[config.mk]
export PLATFORM = sky130hd
export DESIGN_NAME = hs_sequencer
export DESIGN_NICKNAME = d
export VERILOG_FILES = /design/src/rtl/seq_pkg.sv /design/src/rtl/seq_ctrl.sv /design/src/rtl/seq_wires.sv /design/src/rtl/hs_sequencer.sv
export SDC_FILE = /design/constraint.sdc
export NUM_CORES = 1
export LEC_CHECK = 0
export ABC_AREA = 1
export BUFFER_PORTS_ARGS = -buffer_cell sky130_fd_sc_hd__buf_2
export CORE_AREA = 2 2 39 41
export DETAILED_ROUTE_END_ITERATION = 8
export DIE_AREA = 0 0 41 43
export PLACE_DENSITY = 0.56
export SYNTH_ARGS = -nofsm -noshare
export SYNTH_HDL_FRONTEND = slang
export SYNTH_SLANG_ARGS = --single-unit
[constraint.sdc]
create_clock -name clk -period 1.21 [get_ports clk]
set_clock_uncertainty 0.1 [all_clocks]
set_input_delay 0.121 -clock clk [delete_from_list [all_inputs] [get_ports clk]]
set_output_delay 0.121 -clock clk [all_outputs]
set_load 0.03 [all_outputs]
[src/rtl/seq_pkg.sv]
package seq_pkg;
  localparam int NUM_WIRES = 3;
  localparam int CH_FIRST  = 0;
  localparam int CH_SECOND = 1;
  localparam int CH_PARENT = 2;

  typedef enum logic [2:0] {
    ST_IDLE,
    ST_FIRST_UP,
    ST_FIRST_RTZ,
    ST_SECOND_UP,
    ST_PARENT_ACK,
    ST_SECOND_RTZ
  } seqState_t;

  typedef struct packed {
    logic [NUM_WIRES-1:0] setWire;
    logic [NUM_WIRES-1:0] clrWire;
  } seqStrobe_t;
endpackage

[src/rtl/seq_ctrl.sv]
module seq_ctrl
  import seq_pkg::*;
(
  input  logic       clk,
  input  logic       rst,
  input  logic       parentReq,
  input  logic       firstAck,
  input  logic       secondAck,
  output seqStrobe_t strobe
);
  seqState_t state, stateNext;

  always_comb begin
    stateNext = state;
    strobe    = '0;
    unique case (state)
      ST_IDLE: if (parentReq) begin
        strobe.setWire[CH_FIRST] = 1'b1;
        stateNext = ST_FIRST_UP;
      end
      ST_FIRST_UP: if (firstAck) begin
        strobe.clrWire[CH_FIRST] = 1'b1;
        stateNext = ST_FIRST_RTZ;
      end
      ST_FIRST_RTZ: if (!firstAck) begin
        strobe.setWire[CH_SECOND] = 1'b1;
        stateNext = ST_SECOND_UP;
      end
      ST_SECOND_UP: if (secondAck) begin
        strobe.setWire[CH_PARENT] = 1'b1;
        stateNext = ST_PARENT_ACK;
      end
      ST_PARENT_ACK: if (!parentReq) begin
        strobe.clrWire[CH_SECOND] = 1'b1;
        stateNext = ST_SECOND_RTZ;
      end
      ST_SECOND_RTZ: if (!secondAck) begin
        strobe.clrWire[CH_PARENT] = 1'b1;
        stateNext = ST_IDLE;
      end
      default: stateNext = ST_IDLE;
    endcase
  end

  always_ff @(posedge clk) begin
    if (rst) state <= ST_IDLE;
    else     state <= stateNext;
  end

  AST_ONE_EDGE_PER_WIRE: assert property (@(posedge clk) disable iff (rst)
    (strobe.setWire & strobe.clrWire) == '0);
  AST_ONE_STROBE: assert property (@(posedge clk) disable iff (rst)
    $countones({strobe.setWire, strobe.clrWire}) <= 1);
endmodule

[src/rtl/seq_wires.sv]
module seq_wires
  import seq_pkg::*;
#(
  parameter int WIDTH = NUM_WIRES
) (
  input  logic             clk,
  input  logic             rst,
  input  logic [WIDTH-1:0] setWire,
  input  logic [WIDTH-1:0] clrWire,
  output logic [WIDTH-1:0] wireQ
);
  for (genvar i = 0; i < WIDTH; i++) begin : gWire
    always_ff @(posedge clk) begin
      if (rst)             wireQ[i] <= 1'b0;
      else if (setWire[i]) wireQ[i] <= 1'b1;
      else if (clrWire[i]) wireQ[i] <= 1'b0;
    end
  end
endmodule

[src/rtl/hs_sequencer.sv]
module hs_sequencer
  import seq_pkg::*;
(
  input  logic clk,
  input  logic rst,
  input  logic parentReq,
  output logic parentAck,
  output logic firstReq,
  input  logic firstAck,
  output logic secondReq,
  input  logic secondAck
);
  seqStrobe_t           strobe;
  logic [NUM_WIRES-1:0] wireQ;

  seq_ctrl uCtrl (
    .clk(clk), .rst(rst), .parentReq(parentReq),
    .firstAck(firstAck), .secondAck(secondAck), .strobe(strobe)
  );

  seq_wires #(.WIDTH(NUM_WIRES)) uWires (
    .clk(clk), .rst(rst), .setWire(strobe.setWire),
    .clrWire(strobe.clrWire), .wireQ(wireQ)
  );

  assign firstReq  = wireQ[CH_FIRST];
  assign secondReq = wireQ[CH_SECOND];
  assign parentAck = wireQ[CH_PARENT];

  AST_FIRST_FALL: assert property (@(posedge clk) disable iff (rst)
    $fell(firstReq) |-> $past(firstAck));
  AST_FIRST_RISE: assert property (@(posedge clk) disable iff (rst)
    $rose(firstReq) |-> $past(parentReq));
  AST_FIRST_DONE: assert property (@(posedge clk) disable iff (rst)
    $rose(secondReq) |-> !firstReq && !$past(firstAck));
  AST_ACK_AFTER_SECOND: assert property (@(posedge clk) disable iff (rst)
    $rose(parentAck) |-> $past(secondAck));
  AST_SECOND_HOLD: assert property (@(posedge clk) disable iff (rst)
    $fell(secondReq) |-> !$past(parentReq));
  AST_ACK_RTZ: assert property (@(posedge clk) disable iff (rst)
    $fell(parentAck) |-> !$past(secondAck));
  AST_FIRST_QUIET: assert property (@(posedge clk) disable iff (rst)
    parentAck |-> !firstReq);
endmodule

==> metrics.csv, run 1 <==
metric,value,unit
fmax,0.861,GHz
crit_chain,nor2_4 -> nand2_2 -> nand2_2 -> nand2_4 -> nand3_4 -> nand2_1 -> inv_1 -> nor2_1,
vias,421,
finalWirelength,857,µm
ioPinCount,8,
wl_per_cell,9.32,µm
maxCapViolCount,0,
status,"complete, no violations",
required,1.25,ns
place_congestion,0.735,
max-clock-path-buffers,2,
final_cells,92,
antenna_left,0,
portBuffers,7,
mostFrequentLayoutCells,"8 x nand2_1, 7 x inv_1, 7 x nand2_2, 7 x buf_2, 6 x buf_4",
crit_fanout,6,
syn_inst,59,
clk_pin_slew,0.05,ns
finalWorstSetupSlack,0.0486,ns
slowest_stage,dfxtp_4,
synthToLayoutAreaGrowth,41.8,%
period_share,0.960,
nFillCells,156,
finalPower,808,µW
synth_area_per_cell,6.74,µm²
setup_viol_count_final,0,
die_y,43,µm
rows,14,
max_slew_margin,0.910,
fin_crit,1.16,ns
hp-class,in2reg,
drive_above_1_share,0.487,
root_buffer,clkbuf_4,
multi_input_area,263,µm²
cts-buffers-inserted,3,
seq_area,131,µm²
drc,0,
synth_warnings,0,
end_kind,register,
cp.arrival,1.20,ns
rsz0062_at_grt,true,
htree_levels,1,
drtIter0Drc,6,
yosysSeqAreaShare,0.302,
diodes,0,
power_density,1430,nW/µm²
fin_area,564,µm²
path_class,reg2reg,
core_area,1380,µm²
reg2reg_slack,0.05,ns
cts.sinks,6,
ys_seq_elements,6,
synth_area,398,µm²
cpMostUsedCell,nand2_2,
cts_tree,built,
grt_max_degree,8,
dp_cells,87,
postPlaceCellArea,490,µm²
die_w,41,µm
grt_usage,0.117,
nets,83,
viasPerCell,4.58,
tns,0,ns
tightest_slew,0.134,ns
grt_pass1_wl,1360,µm
antenna_found_initial,0,
layout_commonest_cell,nand2_1,
dr.pass1.iters,2,
syn_nets,64,
cp_slowest_stage_delay,0.37,ns
initial_utilization,0.288,
hold_viol,0,
leakage,0.279,nW
grt_pass1_vias,362,
place_ws,-0.0823,ns
clock_latency,0.24,ns
cp-start-kind,register,
die-area,1760,µm²
maxSlewViolCount,0,
peakVddDrop,467,µV
grt_overflow_total,0,
yosysUniqueCellTypes,17,
dp_hpwl,660,µm
[timing repair]
item,in CTS,in global routing
buffers inserted,0,1
endpoints found under the hold margin,3,0
endpoints found under the setup margin,4,3
gates resized for setup,4,10
hold buffers,1,0
pin swaps,0,7
[flip-flops by register name (all words and copies together), names as in the netlist]
| register | count |
|---|---|
| uWires.wireQ | 3 |
| uCtrl.state | 3 |
[worst max-delay path, delay by kind of cell, from the launching register on]
| family | cells | cell delay [ns] |
|---|---|---|
| buf+inv | 1 | 0.04 |
| simple gates | 7 | 0.55 |
| flops | 1 | 0.37 |
[report_power, final]
group | leakage, nW | internal (mW) | switching (mW)
combinational | 0.214 | 0.154 | 0.188
clock | 0.0138 | 0.112 | 0.0755
sequential | 0.0512 | 0.233 | 0.0459
total | 0.279 | 0.499 | 0.309
[logic make-up after synthesis]
kind of cell           synth area share
DFF                               0.302
buffers and inverters            0.0943
and+or+nand+nor                   0.513
AOI/OAI and AO/OA                0.0912
[routing by layer]
metal / global-route usage / wire, µm
met5: 0 / 0
met3: 0.0157 / 22
met2: 0.163 / 406
met4: 0.120 / 11
met1: 0.141 / 416
[per-stage QoR]
step           utilization  hold slack [ns]
3_3_place_gp         0.354            0.237
2_1_floorplan            -           0.0901
6_report             0.408           0.0814
3_5_place_dp         0.354            0.242
5_1_grt              0.408           0.0873
4_1_cts              0.384           0.0770
[area by class of cell]
cell class                 instances  area share
tap                               16      0.0355
timing repair buffer              14       0.160
multi-input combinational         43       0.466
inverter                          10      0.0665
clock buffer                       3      0.0399
sequential                         6       0.233
[final timing paths]
| path | cells after the start | to | from |
|---|---|---|---|
| min | 3 | uWires.wireQ[0]$_SDFFE_PP0P_ | parentReq |
| max reg2reg | 8 | uCtrl.state[0]$_SDFFE_PP0P_ | uCtrl.state[1]$_SDFFE_PP0P_ |
| min reg2reg | 2 | uWires.wireQ[0]$_SDFFE_PP0P_ | uWires.wireQ[0]$_SDFFE_PP0P_ |
| max | 8 | uCtrl.state[0]$_SDFFE_PP0P_ | uCtrl.state[1]$_SDFFE_PP0P_ |
[synthesized netlist by cell type]
| library cell | count | area, µm² |
|---|---|---|
| inv_2 | 2 | 7.51 |
| inv_1 | 8 | 30.0 |
| dfxtp_1 | 6 | 120 |
| o21ai_0 | 1 | 5.00 |
| a31oi_1 | 1 | 6.26 |
| o21ai_1 | 2 | 10.0 |
| nand4_1 | 3 | 18.8 |
| a21oi_1 | 3 | 15.0 |
| and2_1 | 1 | 6.26 |
| nor2_2 | 1 | 6.26 |
| nor3_1 | 1 | 5.00 |
| nor2_1 | 6 | 22.5 |
| nand2_2 | 5 | 31.3 |
| nand3_4 | 1 | 17.5 |
| nand3_1 | 5 | 25.0 |
| nand2_4 | 3 | 33.8 |
| nand2_1 | 10 | 37.5 |
(Power assumes the default switching activity.)
==> run 2, diff against run 1 <==
--- a/config.mk
+++ b/config.mk
@@ -5,12 +5,12 @@
 export SDC_FILE = /design/constraint.sdc
 export NUM_CORES = 1
 export LEC_CHECK = 0
-export ABC_AREA = 1
 export BUFFER_PORTS_ARGS = -buffer_cell sky130_fd_sc_hd__buf_2
+export CAP_MARGIN = 10
 export CORE_AREA = 2 2 39 41
 export DETAILED_ROUTE_END_ITERATION = 8
 export DIE_AREA = 0 0 41 43
-export PLACE_DENSITY = 0.56
+export PLACE_DENSITY = 0.51
 export SYNTH_ARGS = -nofsm -noshare
 export SYNTH_HDL_FRONTEND = slang
 export SYNTH_SLANG_ARGS = --single-unit
==> run 2 against run 1 <==
  * Global-route usage shrank 0.69 points
  * Cell count decreased by 26%
  * Wire length is 6.9% lower
  * Register-to-register slack got worse by 0.02 ns
  * Combinational power decreased by 57%
  * First-iteration DRC count shrank 33%
  * Cell area decreased by 18%
  * Critical path type unchanged
  * Via count decreased by 22%
  * Sequential power decreased by 13%
  * Die area is the same
  * Sequential cell count stayed put
==> metrics.csv, run 2 <==
metric,value,unit,change
synth_edf_count,0,,unchanged
max_slew_margin,0.848,,-0.0623
htree_levels,1,,unchanged
critPathLaunch,uCtrl.state[0]$_SDFFE_PP0P_,,
cts_tree,built,,
status,"complete, no violations",,
antenna_found_initial,0,,unchanged
fmax,0.847,GHz,-1.7%
tns,0,ns,unchanged
final_cells,68,,-26%
end_kind,register,,
grt_usage,0.110,,-0.00691
dr.pass1.iters,4,,+2
crit_fanout,7,,+1
drc,0,,unchanged
reg2reg_to,uCtrl.state[1]$_SDFFE_PP0P_,,
hold_viol,0,,unchanged
r2r_start,uCtrl.state[0]$_SDFFE_PP0P_,,
ioPinCount,8,,unchanged
syn_inst,38,,-36%
grt_max_degree,10,,+2
nFillCells,150,,-3.8%
peakVddDrop,420,µV,-10%
yosysSeqAreaShare,0.358,,+0.0563
reg_top3,"uCtrl.state x3, uWires.wireQ x3",,
drive_above_1_share,0.462,,-0.0253
place_congestion,0.686,,-6.6%
clock_latency,0.25,ns,about the same
setup_viol_count_final,0,,unchanged
finalWirelength,798,µm,-6.9%
tightest_slew,0.228,ns,+0.0939 ns
cp-start-kind,register,,
layout_commonest_cell,buf_2,,
ys_async_sr_fraction,0,,unchanged
antenna_left,0,,unchanged
root_buffer,clkbuf_4,,
power_density,1250,nW/µm²,-13%
maxSlewViolCount,0,,unchanged
yosys-top-cells-area,"dfxtp_1 36%, a21oi_1 4.5%, a211oi_1 4.5%",,
period_share,0.976,,+0.0162
portBuffers,7,,unchanged
path_class,reg2reg,,
finalPower,582,µW,-28%
initial_utilization,0.242,,-0.0452
die-area,1760,µm²,unchanged
ys_top_cells_by_count,"6 x dfxtp_1, 3 x a21oi_1, 3 x inv_1",,
fin_crit,1.18,ns,+0.0195 ns
required,1.25,ns,about the same
diodes,0,,unchanged
cp.arrival,1.22,ns,+0.02 ns
leakage,0.191,nW,-31%
cts.sinks,6,,unchanged
nets,59,,-29%
yosysUniqueCellTypes,25,,+8
vias,328,,-22%
synth_area_per_cell,8.82,µm²,+31%
dp_cells,65,,-25%
synth_top_cell_by_area,dfxtp_1,,
synth_top_area_frac,0.358,,+0.0563
cts-buffers-inserted,3,,unchanged
ys_seq_elements,6,,unchanged
ys.flop_type,dfxtp_1,,
clk_pin_slew,0.05,ns,about the same
die_y,43,µm,unchanged
core_area,1380,µm²,unchanged
multi_input_area,191,µm²,-27%
fin_area,465,µm²,-18%
grt_pass1_vias,282,,-22%
hold_ws,0.0281,ns,-0.0532 ns
synth_area,335,µm²,-16%
maxCapViolCount,0,,unchanged
seq_area,129,µm²,-1.9%
die_w,41,µm,unchanged
setup.worst_path.end,uCtrl.state[1]$_SDFFE_PP0P_,,
synth_warnings,0,,unchanged
grt_overflow_total,0,,unchanged
mostFrequentLayoutCells,"7 x buf_2, 6 x buf_4",,
rows,14,,unchanged
synthToLayoutAreaGrowth,38.8,%,
drtIter0Drc,4,,-2
synthMostInstantiatedCell,dfxtp_1,,
viasPerCell,4.82,,+5.4%
r2r_cells,5,,-3
postPlaceCellArea,419,µm²,-15%
grt_pass1_wl,1230,µm,-9.6%
reg2reg_slack,0.03,ns,-0.02 ns
syn_nets,43,,-33%
dp_hpwl,523,µm,-21%
wl_per_cell,11.7,µm,+26%
max-clock-path-buffers,2,,unchanged
hp-class,in2reg,,
[run 2: cell count changes in the layout (fill, tap and decap cells not counted), moves of 3 or more]
| cell | previous run | this run |
|---|---|---|
| nand2_4 | 3 | 0 |
| nor2_1 | 5 | 2 |
| nand2_1 | 8 | 1 |
| nand3_1 | 3 | 0 |
| nand2_2 | 7 | 0 |
| inv_1 | 7 | 3 |
| inv_2 | 3 | 0 |
[run 2: timing repair]
action | CTS | global route
setup endpoints to repair | 1 | 6
pin swaps | 0 | 1
resized for setup | 2 | 6
setup buffers | 0 | 0
hold buffers | 0 | 0
[run 2: layout make-up]
cell class / count / area share
Timing Repair Buffer: 14 / 0.196
Tap cell: 16 / 0.0430
Multi-Input combinational cell: 26 / 0.411
Clock buffer: 3 / 0.0484
Sequential cell: 6 / 0.277
Inverter: 3 / 0.0242
[run 2: worst min path at each step]
stage	from	end	slack [ns]	cells past startpoint
floorplan	rst	uCtrl.state[2]$_SDFFE_PP0P_	0.09	1
global placement	rst	uCtrl.state[2]$_SDFFE_PP0P_	0.30	2
detailed placement	rst	uCtrl.state[2]$_SDFFE_PP0P_	0.29	2
CTS	rst	uWires.wireQ[2]$_SDFFE_PP0P_	0.02	2
global route	rst	uWires.wireQ[2]$_SDFFE_PP0P_	0.03	2
finish	rst	uCtrl.state[1]$_SDFFE_PP0P_	0.03	2
[run 2: logic make-up (layout without fill, tap and decap cells)]
logic type / count (synthesis) / count (layout) / synth area share
AO/OA/AOI/OAI: 13 / 13 / 0.254
XOR/XNOR: 1 / 1 / 0.0261
buffers and inverters: 6 / 20 / 0.104
flip-flops: 6 / 6 / 0.358
multiplexers: 1 / 1 / 0.0299
AND/OR/NAND/NOR: 11 / 11 / 0.228
[run 2: report_power, final]
group,switching [mW],leakage (nW),internal [mW]
registers,0.0242,0.0509,0.219
clock network,0.0814,0.0138,0.113
logic,0.0726,0.127,0.0720
total,0.178,0.191,0.404
[run 2: stage by stage]
stage,setup WS [ns],utilization
global route,-0.0179,0.336
floorplan,0.0804,-
finish,0.0290,0.336
detailed placement,-0.0124,0.303
CTS,0.0146,0.325
global placement,-0.0158,0.303
[run 2: critical path: stages (launching register included)]
cell,delay (ns)
dfxtp_4,0.36
buf_6,0.12
buf_4,0.13
and3b_1,0.17
a21oi_1,0.11
nor3_1,0.07
[run 2: per-layer routing]
metal | vias to the layer above | routed length [µm] | GRT usage
li1 | 172 | - | -
met1 | 148 | 414 | 0.151
met2 | 6 | 339 | 0.122
met3 | 2 | 29 | 0.0314
met4 | 0 | 14 | 0.120
met5 | - | 0 | 0
==> run 3, diff against run 2 <==
--- a/config.mk
+++ b/config.mk
@@ -5,12 +5,12 @@
 export SDC_FILE = /design/constraint.sdc
 export NUM_CORES = 1
 export LEC_CHECK = 0
-export BUFFER_PORTS_ARGS = -buffer_cell sky130_fd_sc_hd__buf_2
 export CAP_MARGIN = 10
 export CORE_AREA = 2 2 39 41
 export DETAILED_ROUTE_END_ITERATION = 8
 export DIE_AREA = 0 0 41 43
-export PLACE_DENSITY = 0.51
+export DONT_BUFFER_PORTS = 1
+export PLACE_DENSITY = 0.46
 export SYNTH_ARGS = -nofsm -noshare
 export SYNTH_HDL_FRONTEND = slang
 export SYNTH_SLANG_ARGS = --single-unit
==> run 3 against run 2 <==
  * The flow now finishes with violations (negative hold slack)
  * First-iteration DRC count increased by 130%
  * Sequential cell count unchanged
  * Hold slack got worse by 0.20 ns
  * Via count decreased by 1.8%
  * Critical path depth decreased by 1
  * Non-clock buffer count decreased by 6
  * Cell area decreased by 7.0%
  * Critical endpoint is now uCtrl.state[0]$_SDFFE_PP0P_
  * Highest routed layer is now met3
==> metrics.csv, run 3 (synthesis results as in run 2) <==
metric,value,unit,change
status,"finished, violations left",,
violations,negative hold slack,,
fin_util,0.313,,-0.0235
drtIter0Drc,9,,+5
end_kind,register,,
viasPerCell,5.19,,+7.7%
reg2reg_slack,0.01,ns,-0.02 ns
hold_ws,-0.172,ns,-0.200 ns
initial_utilization,0.242,,unchanged
top_usage_layer,met2,,
antenna_left,0,,unchanged
max-clock-path-buffers,2,,unchanged
synthToLayoutAreaGrowth,29.1,%,
r2r_start,uCtrl.state[0]$_SDFFE_PP0P_,,
dr.pass1.iters,4,,unchanged
hold_viol,6,,+6
rows,14,,unchanged
grt_pass1_wl,1400,µm,+14%
place_congestion,0.771,,+12%
path_class,reg2reg,,
tightest_slew,0.213,ns,-0.0150 ns
drc,0,,unchanged
use_met3,0.0681,,+0.0366
required,1.27,ns,+0.02 ns
crit_chain,buf_4 -> nor4b_2 -> a311oi_1 -> o21ai_0,,
htree_levels,1,,unchanged
antenna_found_initial,0,,unchanged
maxCapViolCount,0,,unchanged
cts_setup_buffers,0,,unchanged
critPathLaunch,uCtrl.state[0]$_SDFFE_PP0P_,,
globalRouteMet1Util,0.142,,-0.00873
grt_overflow_total,0,,unchanged
nets,53,,-10%
crit_fanout,8,,+1
r2r_cells,4,,-1
clk_pin_slew,0.05,ns,about the same
leakage,0.167,nW,-13%
pwr-share-clk,0.340,,+0.006
tns,0,ns,unchanged
mostFrequentLayoutCells,"8 x buf_4, 3 x inv_1, 3 x a21oi_1, 3 x clkbuf_4, 3 x dfxtp_1",,
cp-start-kind,register,,
max_slew_margin,0.857,,+0.00954
clock_latency,0.25,ns,about the same
intPower,398,µW,-1.2%
cts.sinks,6,,unchanged
reg2reg_to,uCtrl.state[0]$_SDFFE_PP0P_,,
vias,322,,-1.8%
dp_hpwl,610,µm,+17%
finalPower,568,µW,-2.4%
slowest_stage,dfxtp_4,,
cts_tree,built,,
maxSlewViolCount,0,,unchanged
fmax,0.835,GHz,-1.3%
die_w,41,µm,unchanged
die_y,43,µm,unchanged
setup.worst_path.end,uCtrl.state[0]$_SDFFE_PP0P_,,
layout_commonest_cell,buf_4,,
ioPinCount,8,,unchanged
core_area,1380,µm²,unchanged
power_switching_share,0.298,,-0.00790
hp-class,in2reg,,
pwr-share-comb,0.227,,-0.022
cts-buffers-inserted,3,,unchanged
setup_viol_count_final,0,,unchanged
fin_crit,1.20,ns,+0.0159 ns
cp.arrival,1.26,ns,+0.04 ns
diodes,0,,unchanged
root_buffer,clkbuf_4,,
reg_top3,"uCtrl.state x3, uWires.wireQ x3",,
peakVddDrop,478,µV,+14%
cp_slowest_stage_delay,0.36,ns,about the same
seqPwrFrac,0.433,,+0.015
grt_usage,0.119,,+0.00827
wl_per_cell,14.1,µm,+20%
p_switching,169,µW,-4.9%
grt_pass1_vias,319,,+13%
die-area,1760,µm²,unchanged
power_density,1310,nW/µm²,+5.0%
period_share,0.989,,+0.0132
finalWirelength,876,µm,+9.8%
grt_max_degree,10,,unchanged
drive_above_1_share,0.391,,-0.0702
grtUsageMet2,0.172,,+0.0500
portBuffers,0,,-7
## run 3: changes by cell type in the layout (fill, tap and decap cells not counted), sizes merged
cell	previous run	this run
buf	14	8
## run 3: per-layer routing
metal  up-vias  part of all wire
met5         -                 0
met3         0             0.068
met2        11              0.49
li1        159                 -
met4         0                 0
met1       152              0.45
## run 3: repair_timing
action                                  in CTS  in global routing
resized for setup                            2                  4
endpoints found under the setup margin       3                  3
endpoints found under the hold margin        6                  6
## run 3: layout make-up
class / instances / area, µm²
Timing Repair Buffer: 8 / 60.1
Inverter: 3 / 11.3
Multi-Input combinational cell: 26 / 193
Clock buffer: 3 / 22.5
Sequential cell: 6 / 126
Tap cell: 16 / 20.0
Fill cell: 140 / 951
## run 3: how the worst min path moves through the flow
stage | start | to | slack, ns | depth (start not counted)
2_1_floorplan | rst | uCtrl.state[2]$_SDFFE_PP0P_ | 0.09 | 1
3_3_place_gp | rst | uWires.wireQ[2]$_SDFFE_PP0P_ | 0.1 | 1
3_5_place_dp | rst | uCtrl.state[2]$_SDFFE_PP0P_ | 0.09 | 1
4_1_cts | rst | uCtrl.state[1]$_SDFFE_PP0P_ | -0.17 | 1
5_1_grt | rst | uCtrl.state[2]$_SDFFE_PP0P_ | -0.18 | 1
6_report | rst | uCtrl.state[2]$_SDFFE_PP0P_ | -0.17 | 1
## run 3: through the flow
step / cell area, µm² / setup slack (ns) / cells
after floorplan: 335 / 0.0804 / 38
after global placement: 392 / -0.00128 / 59
after detailed placement: 392 / -0.0204 / 59
after CTS: 417 / 0.0256 / 62
after global routing: 433 / -0.0162 / 62
final: 433 / 0.0131 / 62
## run 3: power groups by stage
stage               combinational, mW  sequential (mW)  clock [mW]
floorplan                      0.0706            0.251           0
global route                    0.139            0.249       0.208
finish                          0.129            0.246       0.193
CTS                             0.122            0.243       0.202
global placement                0.119            0.243           0
detailed placement              0.121            0.245           0
## run 3: critical path: cells and delay by family (launching register included)
kind	cells	cell delay [ns]
AOI/OAI and AO/OA	2	0.24
and+or+nand+nor	1	0.26
buffers and inverters	1	0.14
DFF	1	0.36
